===== src/rtl/rdreq_pkg.sv =====
package rdreq_pkg;
  typedef enum logic [1:0] {
    ST_IDLE  = 2'd0,
    ST_ISSUE = 2'd1,
    ST_SLAVE = 2'd2,
    ST_HAND  = 2'd3
  } rd_state_e;

  localparam logic [1:0] KIND_READ  = 2'b01;
  localparam logic [1:0] KIND_WRITE = 2'b10;
  localparam logic [1:0] KIND_DATA  = 2'b11;
  localparam logic [7:0] CMD_READ   = 8'h40;
  localparam int         RESP_BIT   = 5;
endpackage


===== src/rtl/rdreq_tmo.sv =====
module rdreq_tmo #(
  parameter int TW = 16
) (
  input  logic          clk,
  input  logic          rst_n,
  input  logic          start,
  input  logic          run,
  input  logic [TW-1:0] limit,
  output logic          expire
);
  logic [TW-1:0] cnt_q;
  logic [TW-1:0] lim_q;

  always_ff @(posedge clk or negedge rst_n) begin
    if (!rst_n) begin
      cnt_q <= '0;
      lim_q <= '0;
    end else if (start) begin
      cnt_q <= '0;
      lim_q <= limit;
    end else if (run) begin
      cnt_q <= cnt_q + 1'b1;
    end
  end

  assign expire = run && (lim_q != '0) && (cnt_q == lim_q - 1'b1);

  AST_CNT_BOUND: assert property (@(posedge clk) disable iff (!rst_n)
    (run && lim_q != '0) |-> (cnt_q < lim_q));
endmodule


===== src/rtl/rdreq_ewr.sv =====
module rdreq_ewr #(
  parameter int DW = 32,
  parameter int CW = 8
) (
  input  logic          clk,
  input  logic          rst_n,
  input  logic          enable,
  input  logic          flush,
  input  logic          evalid_n,
  input  logic [CW-1:0] cmd_i,
  input  logic [DW-1:0] ad_i,
  output logic          wr_valid,
  output logic [DW-1:0] wr_addr,
  output logic [DW-1:0] wr_data
);
  import rdreq_pkg::*;

  logic          pend_q;
  logic [DW-1:0] wa_q;
  logic [1:0]    kind;

  assign kind = cmd_i[CW-1 -: 2];

  always_ff @(posedge clk or negedge rst_n) begin
    if (!rst_n) begin
      pend_q   <= 1'b0;
      wa_q     <= '0;
      wr_valid <= 1'b0;
      wr_addr  <= '0;
      wr_data  <= '0;
    end else begin
      wr_valid <= 1'b0;
      if (flush) begin
        pend_q <= 1'b0;
      end else if (enable && !evalid_n) begin
        if (kind == KIND_WRITE) begin
          wa_q   <= ad_i;
          pend_q <= 1'b1;
        end else if (kind == KIND_DATA && !cmd_i[RESP_BIT] && pend_q) begin
          wr_valid <= 1'b1;
          wr_addr  <= wa_q;
          wr_data  <= ad_i;
          pend_q   <= 1'b0;
        end
      end
    end
  end

  AST_WR_ONLY_SLAVE: assert property (@(posedge clk) disable iff (!rst_n)
    wr_valid |-> $past(enable));
  AST_WR_PULSE: assert property (@(posedge clk) disable iff (!rst_n)
    wr_valid |=> !wr_valid);
endmodule


===== src/rtl/rdreq_ctl.sv =====
module rdreq_ctl #(
  parameter int DW = 32,
  parameter int CW = 8
) (
  input  logic          clk,
  input  logic          rst_n,
  input  logic          rq_valid,
  input  logic [DW-1:0] rq_addr,
  output logic          rq_ready,
  input  logic          evalid_n,
  input  logic [CW-1:0] cmd_i,
  input  logic [DW-1:0] ad_i,
  input  logic          expire,
  output logic          in_issue,
  output logic          in_slave,
  output logic          rsp_valid,
  output logic          rsp_err,
  output logic [DW-1:0] rsp_data,
  output logic [DW-1:0] ad_o,
  output logic          ad_oe,
  output logic [CW-1:0] cmd_o,
  output logic          cmd_oe,
  output logic          pvalid_n,
  output logic          pmaster_n
);
  import rdreq_pkg::*;

  rd_state_e     st_q;
  logic [DW-1:0] addr_q;
  logic          rsp_hit;

  assign rsp_hit = (st_q == ST_SLAVE) && !evalid_n &&
                   (cmd_i[CW-1 -: 2] == KIND_DATA) && cmd_i[RESP_BIT];

  always_ff @(posedge clk or negedge rst_n) begin
    if (!rst_n) begin
      st_q     <= ST_IDLE;
      addr_q   <= '0;
      rsp_err  <= 1'b0;
      rsp_data <= '0;
    end else begin
      unique case (st_q)
        ST_IDLE: if (rq_valid) begin
          addr_q <= rq_addr;
          st_q   <= ST_ISSUE;
        end
        ST_ISSUE: st_q <= ST_SLAVE;
        ST_SLAVE: if (rsp_hit) begin
          rsp_data <= ad_i;
          rsp_err  <= 1'b0;
          st_q     <= ST_HAND;
        end else if (expire) begin
          rsp_data <= '0;
          rsp_err  <= 1'b1;
          st_q     <= ST_HAND;
        end
        ST_HAND: st_q <= ST_IDLE;
        default: st_q <= ST_IDLE;
      endcase
    end
  end

  assign in_issue  = (st_q == ST_ISSUE);
  assign in_slave  = (st_q == ST_SLAVE);
  assign rq_ready  = (st_q == ST_IDLE);
  assign rsp_valid = (st_q == ST_HAND);
  assign pvalid_n  = !in_issue;
  assign pmaster_n = in_slave;
  assign ad_oe     = in_issue;
  assign cmd_oe    = in_issue;
  assign ad_o      = in_issue ? addr_q : '0;
  assign cmd_o     = in_issue ? CMD_READ : '0;

  AST_ISSUE_ONE_CYCLE: assert property (@(posedge clk) disable iff (!rst_n)
    !pvalid_n |=> pvalid_n);
  AST_SLAVE_AFTER_ISSUE: assert property (@(posedge clk) disable iff (!rst_n)
    !pvalid_n |=> pmaster_n);
  AST_NO_DRIVE_SLAVE: assert property (@(posedge clk) disable iff (!rst_n)
    pmaster_n |-> (!ad_oe && !cmd_oe));
  AST_SINGLE_OUTSTANDING: assert property (@(posedge clk) disable iff (!rst_n)
    (rq_ready && rq_valid) |=> (!rq_ready && !pvalid_n));
  AST_DONE_PULSE: assert property (@(posedge clk) disable iff (!rst_n)
    rsp_valid |=> (!rsp_valid && rq_ready));
  AST_HANDBACK_MASTER: assert property (@(posedge clk) disable iff (!rst_n)
    rsp_valid |-> ($past(pmaster_n) && !pmaster_n));
endmodule


===== src/rtl/rdreq_bus_master.sv =====
module rdreq_bus_master #(
  parameter int DW = 32,
  parameter int CW = 8,
  parameter int TW = 16
) (
  input  logic          clk,
  input  logic          rst_n,
  input  logic          rq_valid,
  output logic          rq_ready,
  input  logic [DW-1:0] rq_addr,
  output logic          rsp_valid,
  output logic          rsp_err,
  output logic [DW-1:0] rsp_data,
  input  logic [TW-1:0] tmo_limit,
  output logic          wr_valid,
  output logic [DW-1:0] wr_addr,
  output logic [DW-1:0] wr_data,
  output logic [DW-1:0] ad_o,
  output logic          ad_oe,
  input  logic [DW-1:0] ad_i,
  output logic [CW-1:0] cmd_o,
  output logic          cmd_oe,
  input  logic [CW-1:0] cmd_i,
  output logic          pvalid_n,
  output logic          pmaster_n,
  input  logic          evalid_n
);
  logic in_issue;
  logic in_slave;
  logic expire;

  rdreq_ctl #(.DW(DW), .CW(CW)) u_ctl (
    .clk(clk), .rst_n(rst_n),
    .rq_valid(rq_valid), .rq_addr(rq_addr), .rq_ready(rq_ready),
    .evalid_n(evalid_n), .cmd_i(cmd_i), .ad_i(ad_i), .expire(expire),
    .in_issue(in_issue), .in_slave(in_slave),
    .rsp_valid(rsp_valid), .rsp_err(rsp_err), .rsp_data(rsp_data),
    .ad_o(ad_o), .ad_oe(ad_oe), .cmd_o(cmd_o), .cmd_oe(cmd_oe),
    .pvalid_n(pvalid_n), .pmaster_n(pmaster_n)
  );

  rdreq_tmo #(.TW(TW)) u_tmo (
    .clk(clk), .rst_n(rst_n),
    .start(in_issue), .run(in_slave), .limit(tmo_limit), .expire(expire)
  );

  rdreq_ewr #(.DW(DW), .CW(CW)) u_ewr (
    .clk(clk), .rst_n(rst_n),
    .enable(in_slave), .flush(in_issue),
    .evalid_n(evalid_n), .cmd_i(cmd_i), .ad_i(ad_i),
    .wr_valid(wr_valid), .wr_addr(wr_addr), .wr_data(wr_data)
  );
endmodule


===== config.mk =====
export PLATFORM = sky130hd
export DESIGN_NAME = rdreq_bus_master
export DESIGN_NICKNAME = d
export VERILOG_FILES = /design/src/rtl/rdreq_pkg.sv /design/src/rtl/rdreq_tmo.sv /design/src/rtl/rdreq_ewr.sv /design/src/rtl/rdreq_ctl.sv /design/src/rtl/rdreq_bus_master.sv
export SDC_FILE = /design/constraint.sdc
export NUM_CORES = 1
export LEC_CHECK = 0
export BUFFER_PORTS_ARGS = -buffer_cell sky130_fd_sc_hd__buf_2
export CAP_MARGIN = 25
export CORE_UTILIZATION = 45
export CTS_BUF_LIST = sky130_fd_sc_hd__clkbuf_4 sky130_fd_sc_hd__clkbuf_8 sky130_fd_sc_hd__clkbuf_16
export CTS_CLUSTER_DIAMETER = 120
export CTS_CLUSTER_SIZE = 40
export DETAILED_ROUTE_END_ITERATION = 16
export PLACE_DENSITY_LB_ADDON = 0.05
export SLEW_MARGIN = 5
export SYNTH_ARGS = -nofsm -noshare
export SYNTH_HDL_FRONTEND = slang
export SYNTH_SLANG_ARGS = --single-unit

===== constraint.sdc =====
create_clock -name clk -period 4.3 [get_ports clk]
set_input_delay 0.86 -clock clk [delete_from_list [all_inputs] [get_ports clk]]
set_output_delay 0.86 -clock clk [all_outputs]
set_load 0.02 [all_outputs]

# ---- Word-level counts from Yosys, hierarchy flattened
# Index checks and enable logic that the tools add are counted.
dict set report word_totals {
  out_inout_bits 144
  ff_bits 197
  input_bits 92
  wordCells 65
}
dict set report op_classes {
  n_bitwise 2
  n_addsub 2
  muxes 20
  reduce_logical 22
  n_eq_ne 8
}
# op n
set op_table {}
lappend op_table {{$mux 32} 3}
lappend op_table {{$mux 16} 2}
lappend op_table {{$add 16x1->16 const B} 1}
lappend op_table {{$eq 16x16->1} 1}
lappend op_table {{$reduce_bool 16->1} 1}
lappend op_table {{$sub 16x1->16 const B} 1}
lappend op_table {{$mux 1} 10}
lappend op_table {{$eq 2x2->1 const B} 4}
lappend op_table {{$pmux 2 s4} 1}
lappend op_table {{$reduce_and 2->1} 4}
lappend op_table {{$logic_and 1x1->1} 7}
lappend op_table {{$mux 7} 1}
lappend op_table {{$mux 2} 3}
lappend op_table {{$reduce_bool 2->1} 3}
lappend op_table {{$reduce_and 4->1} 1}
lappend op_table {{$logic_not 1->1} 3}
lappend op_table {{$ne 3x3->1 const B} 1}
lappend op_table {{$reduce_and 3->1} 1}
lappend op_table {{$reduce_bool 3->1} 1}
lappend op_table {{$eq 2x1->1 const B} 1}
lappend op_table {{$logic_not 2->1} 1}
lappend op_table {{$ne 2x2->1 const B} 1}
lappend op_table {{$not 1->1} 2}

# ---- Depth between registers and ports, before layout
dict set report logic_depth {
  depth_word 7
  mapped_depth 11
  ltp_nobuf 9
}

# ---- Cells and area by module
# Synthesis repeated with hierarchy kept, for this count alone.
dict set report hier_totals {
  cells_unflattened 615
  hier_area_um2 8495.6
}
# module cells_each area_each_um2 seq_area_each_um2 n_inst
set by_module_without_submodules {}
lappend by_module_without_submodules {rdreq_ewr 211 3701.0 2452.4 1}
lappend by_module_without_submodules {rdreq_ctl 206 2826.5 1676.6 1}
lappend by_module_without_submodules {rdreq_tmo 198 1968.1 800.8 1}

# ---- Worst setup path before layout
# No wires, ideal clock.
dict set report synth_path {
  path_type {reg2reg}
  from {register u_tmo.lim_q[2]}
  to {register u_ctl.st_q[1]}
  setup_time_ps 128
  stages_incl_launch_ff 11
  arrival_time_ps 2858
  synth_period_minus_slack_ps 2985
  slack_ps 1315
  t_required_ps 4172
  n_path_buf 3
  cell_sequence {dfrtp_1 buf_6 or4_4 buf_6 o31a_1 nor4_2 o32ai_1 or4_1 buf_2 a32oi_2 mux2_1}
}
dict set report synth_via {
  elab_chain_cells 5
  word_cells_on_any_way 7
  cone_classes {add/sub (1); eq/ne (2); reduce/logical (4)}
}
# item line_no
set synth_lines {}
lappend synth_lines {{from (decl)} rdreq_tmo.sv:12} ;# logic [TW-1:0] lim_q;
lappend synth_lines {{from (signal assigned)} rdreq_tmo.sv:20} ;# lim_q <= limit;
lappend synth_lines {{$sub 16x1->16 / $reduce_bool 16->1 (equally long branches)} rdreq_tmo.sv:26} ;# assign expire = run && (lim_q != '0) && (cnt_q == lim_q - 1'b1);
lappend synth_lines {{$eq 16x16->1 / $logic_and 1x1->1 (equally long branches)} rdreq_tmo.sv:26}
lappend synth_lines {{$logic_and 1x1->1 (*)} rdreq_tmo.sv:26}
lappend synth_lines {{$ne 3x3->1 (no line) (*)} -}
lappend synth_lines {{$reduce_and 2->1 (no line) (*)} -}
lappend synth_lines {{to (signal assigned)} rdreq_ctl.sv:37} ;# st_q <= ST_IDLE;
lappend synth_lines {{to (signal assigned)} rdreq_ctl.sv:45} ;# st_q <= ST_ISSUE;
lappend synth_lines {{to (signal assigned)} rdreq_ctl.sv:47} ;# ST_ISSUE: st_q <= ST_SLAVE;
lappend synth_lines {{to (decl)} rdreq_ctl.sv:28} ;# rd_state_e st_q;
# Mark *: on every way between the ends. The rest lies on a longest branch, timed or not.
# A chain may end at the register's enable or synchronous reset.

# ---- Final worst setup path
dict set report layout_path {
  from {register u_tmo.lim_q[7]}
  to {register u_ctl.st_q[1]}
}
# The elaborated chain is that of the path after synthesis.

==> qor.yml <==
global_routing:
  grt_max_degree: 94
  grt_pass1_wl_microns: 30500
  grt_most_used_layer: "met2"
  grt_usage_pct: 19.7
  globalRoute.totalOverflow: 0
  grt_use_met2_pct: 33.1
  met3_usage_pct: 5.33
  grt_pass1_vias: 5957
  grt_util_met1_pct: 24.7
  antenna_found_initial: 1
layout:
  final_layout_size_suffix_gt1_share_pct: 45.6
  fill_cells: 1570
  fin_nets: 999
  syn_to_final_growth_pct: 22.8
  multi_input_area_sq_mm: 0.00335
  num_antenna_cells: 0
  regArea_sq_mm: 0.00493
  finalNonFillerCells: 1142
critical_path:
  endpoint_kind: "flip-flop"
  critPathLaunchType: "flip-flop"
  crit_required_ns: 4.62
  rr_worst_depth: 8
  reg2reg_setup_slack_ns: 0.92
  cp_max_fo: 34
  worstPathArrival_ns: 3.70
  crit_type: "flip-flop to flip-flop"
  reg2reg_to: "u_ctl.st_q[1]$_DFFE_PN0P_"
  r2r-start: "u_tmo.lim_q[7]$_DFFE_PN0P_"
  crit_start: "u_tmo.lim_q[7]$_DFFE_PN0P_"
  crit_end: "u_ctl.st_q[1]$_DFFE_PN0P_"
yosys:
  ys_ff_latch: 197
  synth_edf_count: 0
  ys_top_cells_by_area: "dfrtp_1 58%, mux2_2 19%, nand2_1 3.5%"
  syn_inst: 691
  synthesis.area_sq_mm: 0.00851
  post-synth-top-area-cell: "dfrtp_1"
  synth.most_common_cell: "dfrtp_1"
  yosysTopAreaCellShare_pct: 58.0
  syn_area_per_cell_sq_um: 12.3
  netlist_top_cells_count: "197 x dfrtp_1, 142 x mux2_2, 79 x nand2_1, 43 x o21ai_0, 34 x and2_1"
  synth_cell_types: 53
  yosys_warnings: 0
  async_reset_ff_share_pct: 100
  synth_flop_cell: "dfrtp_1"
  seq_area_frac_synth_pct: 58.0
cts:
  clk_latency_ns: 0.44
  post_cts_buffers: 0
  cts-root-buf: "clkbuf_16"
  cts_num_sinks: 197
  cts_tree: "yes"
  cts_resized: 0
  clkSlewWorstSetupHoldPaths_ns: 0.07
  numCtsBuffers: 17
  clockBufferDepth: 2
  htreeDepth: 4
  hold_buffers: 0
floorplanning:
  die_h_microns: 139
  initial_core_util_pct: 46.6
  row_count: 49
  dieArea_sq_mm: 0.0195
  core_area_sq_mm: 0.0183
  io_pins: 236
  die_w_microns: 139
timing:
  finalCriticalPeriod_ns: 3.38
  clock_skew_ns: 0.0179
  tns_ns: 0
  finalHoldViolCount: 0
  fin_crit_sh_pct: 78.6
  max_slew_margin_pct: 40.7
  fmax_mhz: 296
  rsz0062_at_grt: "no"
  finalMaxSlewViolations: 0
  setup_viol: 0
  worstMarginPinSlew_ns: 0.881
detailed_routing:
  viasPerCell: 5.11
  drc: 0
  wl_per_cell_microns: 16.0
  wirelength_microns: 18300
  dr.pass1.iters: 4
  antenna_left: 0
  initialDrtViolationCount: 205
  num_vias: 5835
power:
  p_seq_share_pct: 42.4
  switching_share_pct: 37.1
  internal-power_mw: 4.41
  pwr-share-clk_pct: 22.6
  combinationalPowerShare_pct: 35.0
  ir_worst_vdd_mv: 0.313
  p_total_mw: 7.02
  switchingPower_mw: 2.61
  power.density_mw_per_mm2: 672
  p_leak_nw: 5.22
hold_path:
  hold_class: "input port to async pin"
place:
  place_congestion: 0.838
  dp_hpwl_microns: 12600
  dp.cells: 1109
  io_buffers: 223
outcome:
  status: "complete, no violations"
flow_run:
  cap_violations: 0
## power by group through the flow
| stage | Combinational (mW) | Clock [mW] | Sequential [mW] |
|---|---|---|---|
| after global placement | 2.41 | 0 | 2.97 |
| final | 2.46 | 1.58 | 2.98 |
| after global routing | 2.68 | 1.70 | 3.08 |
| after floorplan | 1.43 | 0 | 3.24 |
| after CTS | 2.48 | 1.63 | 2.98 |
| after detailed placement | 2.47 | 0 | 3.01 |
## stage by stage
step	util, %	hold WS (ns)	worst slack [ns]	instance area (sq um)
6_report	57.2	0.491	0.921	10400
3_3_place_gp	53.7	0.481	1.00	9810
4_1_cts	57.1	0.502	0.958	10400
3_5_place_dp	53.7	0.485	0.964	9810
5_1_grt	57.2	0.510	0.643	10400
2_1_floorplan	-	0.471	1.31	8530
## cells by family (layout without fill, tap and decap cells)
group                      after synthesis  in the layout  share of synthesized area, %
DFF                                    197            197                          58.0
and+or+nand+nor                        186            186                          11.1
muxes                                  145            145                          19.2
AOI/OAI and AO/OA                       71             71                          4.99
buffers and inverters                   60            276                          3.24
xor gates and xnor gates                24             24                          2.47
adders and majority gates                7              7                          1.03
other                                    1              7                        0.0441
## routing by layer
metal | part of all wire (%) | vias to the layer above
li1 | - | 2784
met1 | 43 | 2878
met2 | 49 | 149
met3 | 6.2 | 22
met4 | 1.3 | 2
met5 | 0.093 | -
## registers in the layout, indices dropped and copies added, names as in the netlist
name / flops
u_ctl.addr_q: 32
u_ctl.rsp_data: 32
u_ewr.wa_q: 32
u_ewr.wr_addr: 32
u_ewr.wr_data: 32
u_tmo.cnt_q: 16
u_tmo.lim_q: 16
u_ctl.st_q: 2
u_ctl.rsp_err: 1
u_ewr.pend_q: 1
u_ewr.wr_valid: 1
## placed cells by master (no fill, tap or decap), types with 13 or more instances in the layout
| master | n |
|---|---|
| dfrtp_1 | 197 |
| and2_1 | 34 |
| inv_1 | 13 |
| nand2_1 | 79 |
| mux2_2 | 142 |
| buf_2 | 222 |
| o21ai_0 | 43 |
| nor2_1 | 17 |
| clkbuf_16 | 17 |
| xor2_1 | 13 |
## worst min-delay path by stage
stage | from | end | slack [ns] | depth (start not counted)
after floorplan | u_ctl.addr_q[0]$_DFFE_PN0P_ | u_ctl.addr_q[0]$_DFFE_PN0P_ | 0.47 | 1
after detailed placement | u_ctl.addr_q[14]$_DFFE_PN0P_ | u_ctl.addr_q[14]$_DFFE_PN0P_ | 0.49 | 1
final | rst_n | u_tmo.lim_q[10]$_DFFE_PN0P_ | 0.49 | 1
after CTS | u_ctl.addr_q[29]$_DFFE_PN0P_ | u_ctl.addr_q[29]$_DFFE_PN0P_ | 0.50 | 1
after global routing | u_ctl.addr_q[9]$_DFFE_PN0P_ | u_ctl.addr_q[9]$_DFFE_PN0P_ | 0.51 | 1
after global placement | u_ctl.addr_q[11]$_DFFE_PN0P_ | u_ctl.addr_q[11]$_DFFE_PN0P_ | 0.48 | 1
## area by class of cell
type / instances / area share [%]
clock inverters: 15 / 1.76
flip-flops and latches: 197 / 47.2
clock buffers: 17 / 4.07
repair buffers: 231 / 11.7
inverters: 13 / 0.467
well taps: 229 / 2.74
multi-input cells: 440 / 32.0
## worst max-delay path, cell delays in order, from the launching register on
cell	delay, ns
dfrtp_1	0.45
nor4_1	0.80
nand4_1	0.27
nor3b_1	0.25
o32ai_1	0.12
or4_1	0.47
buf_4	0.29
a32oi_2	0.28
mux2_1	0.34
Note: power is estimated with default switching activity, not from simulation.
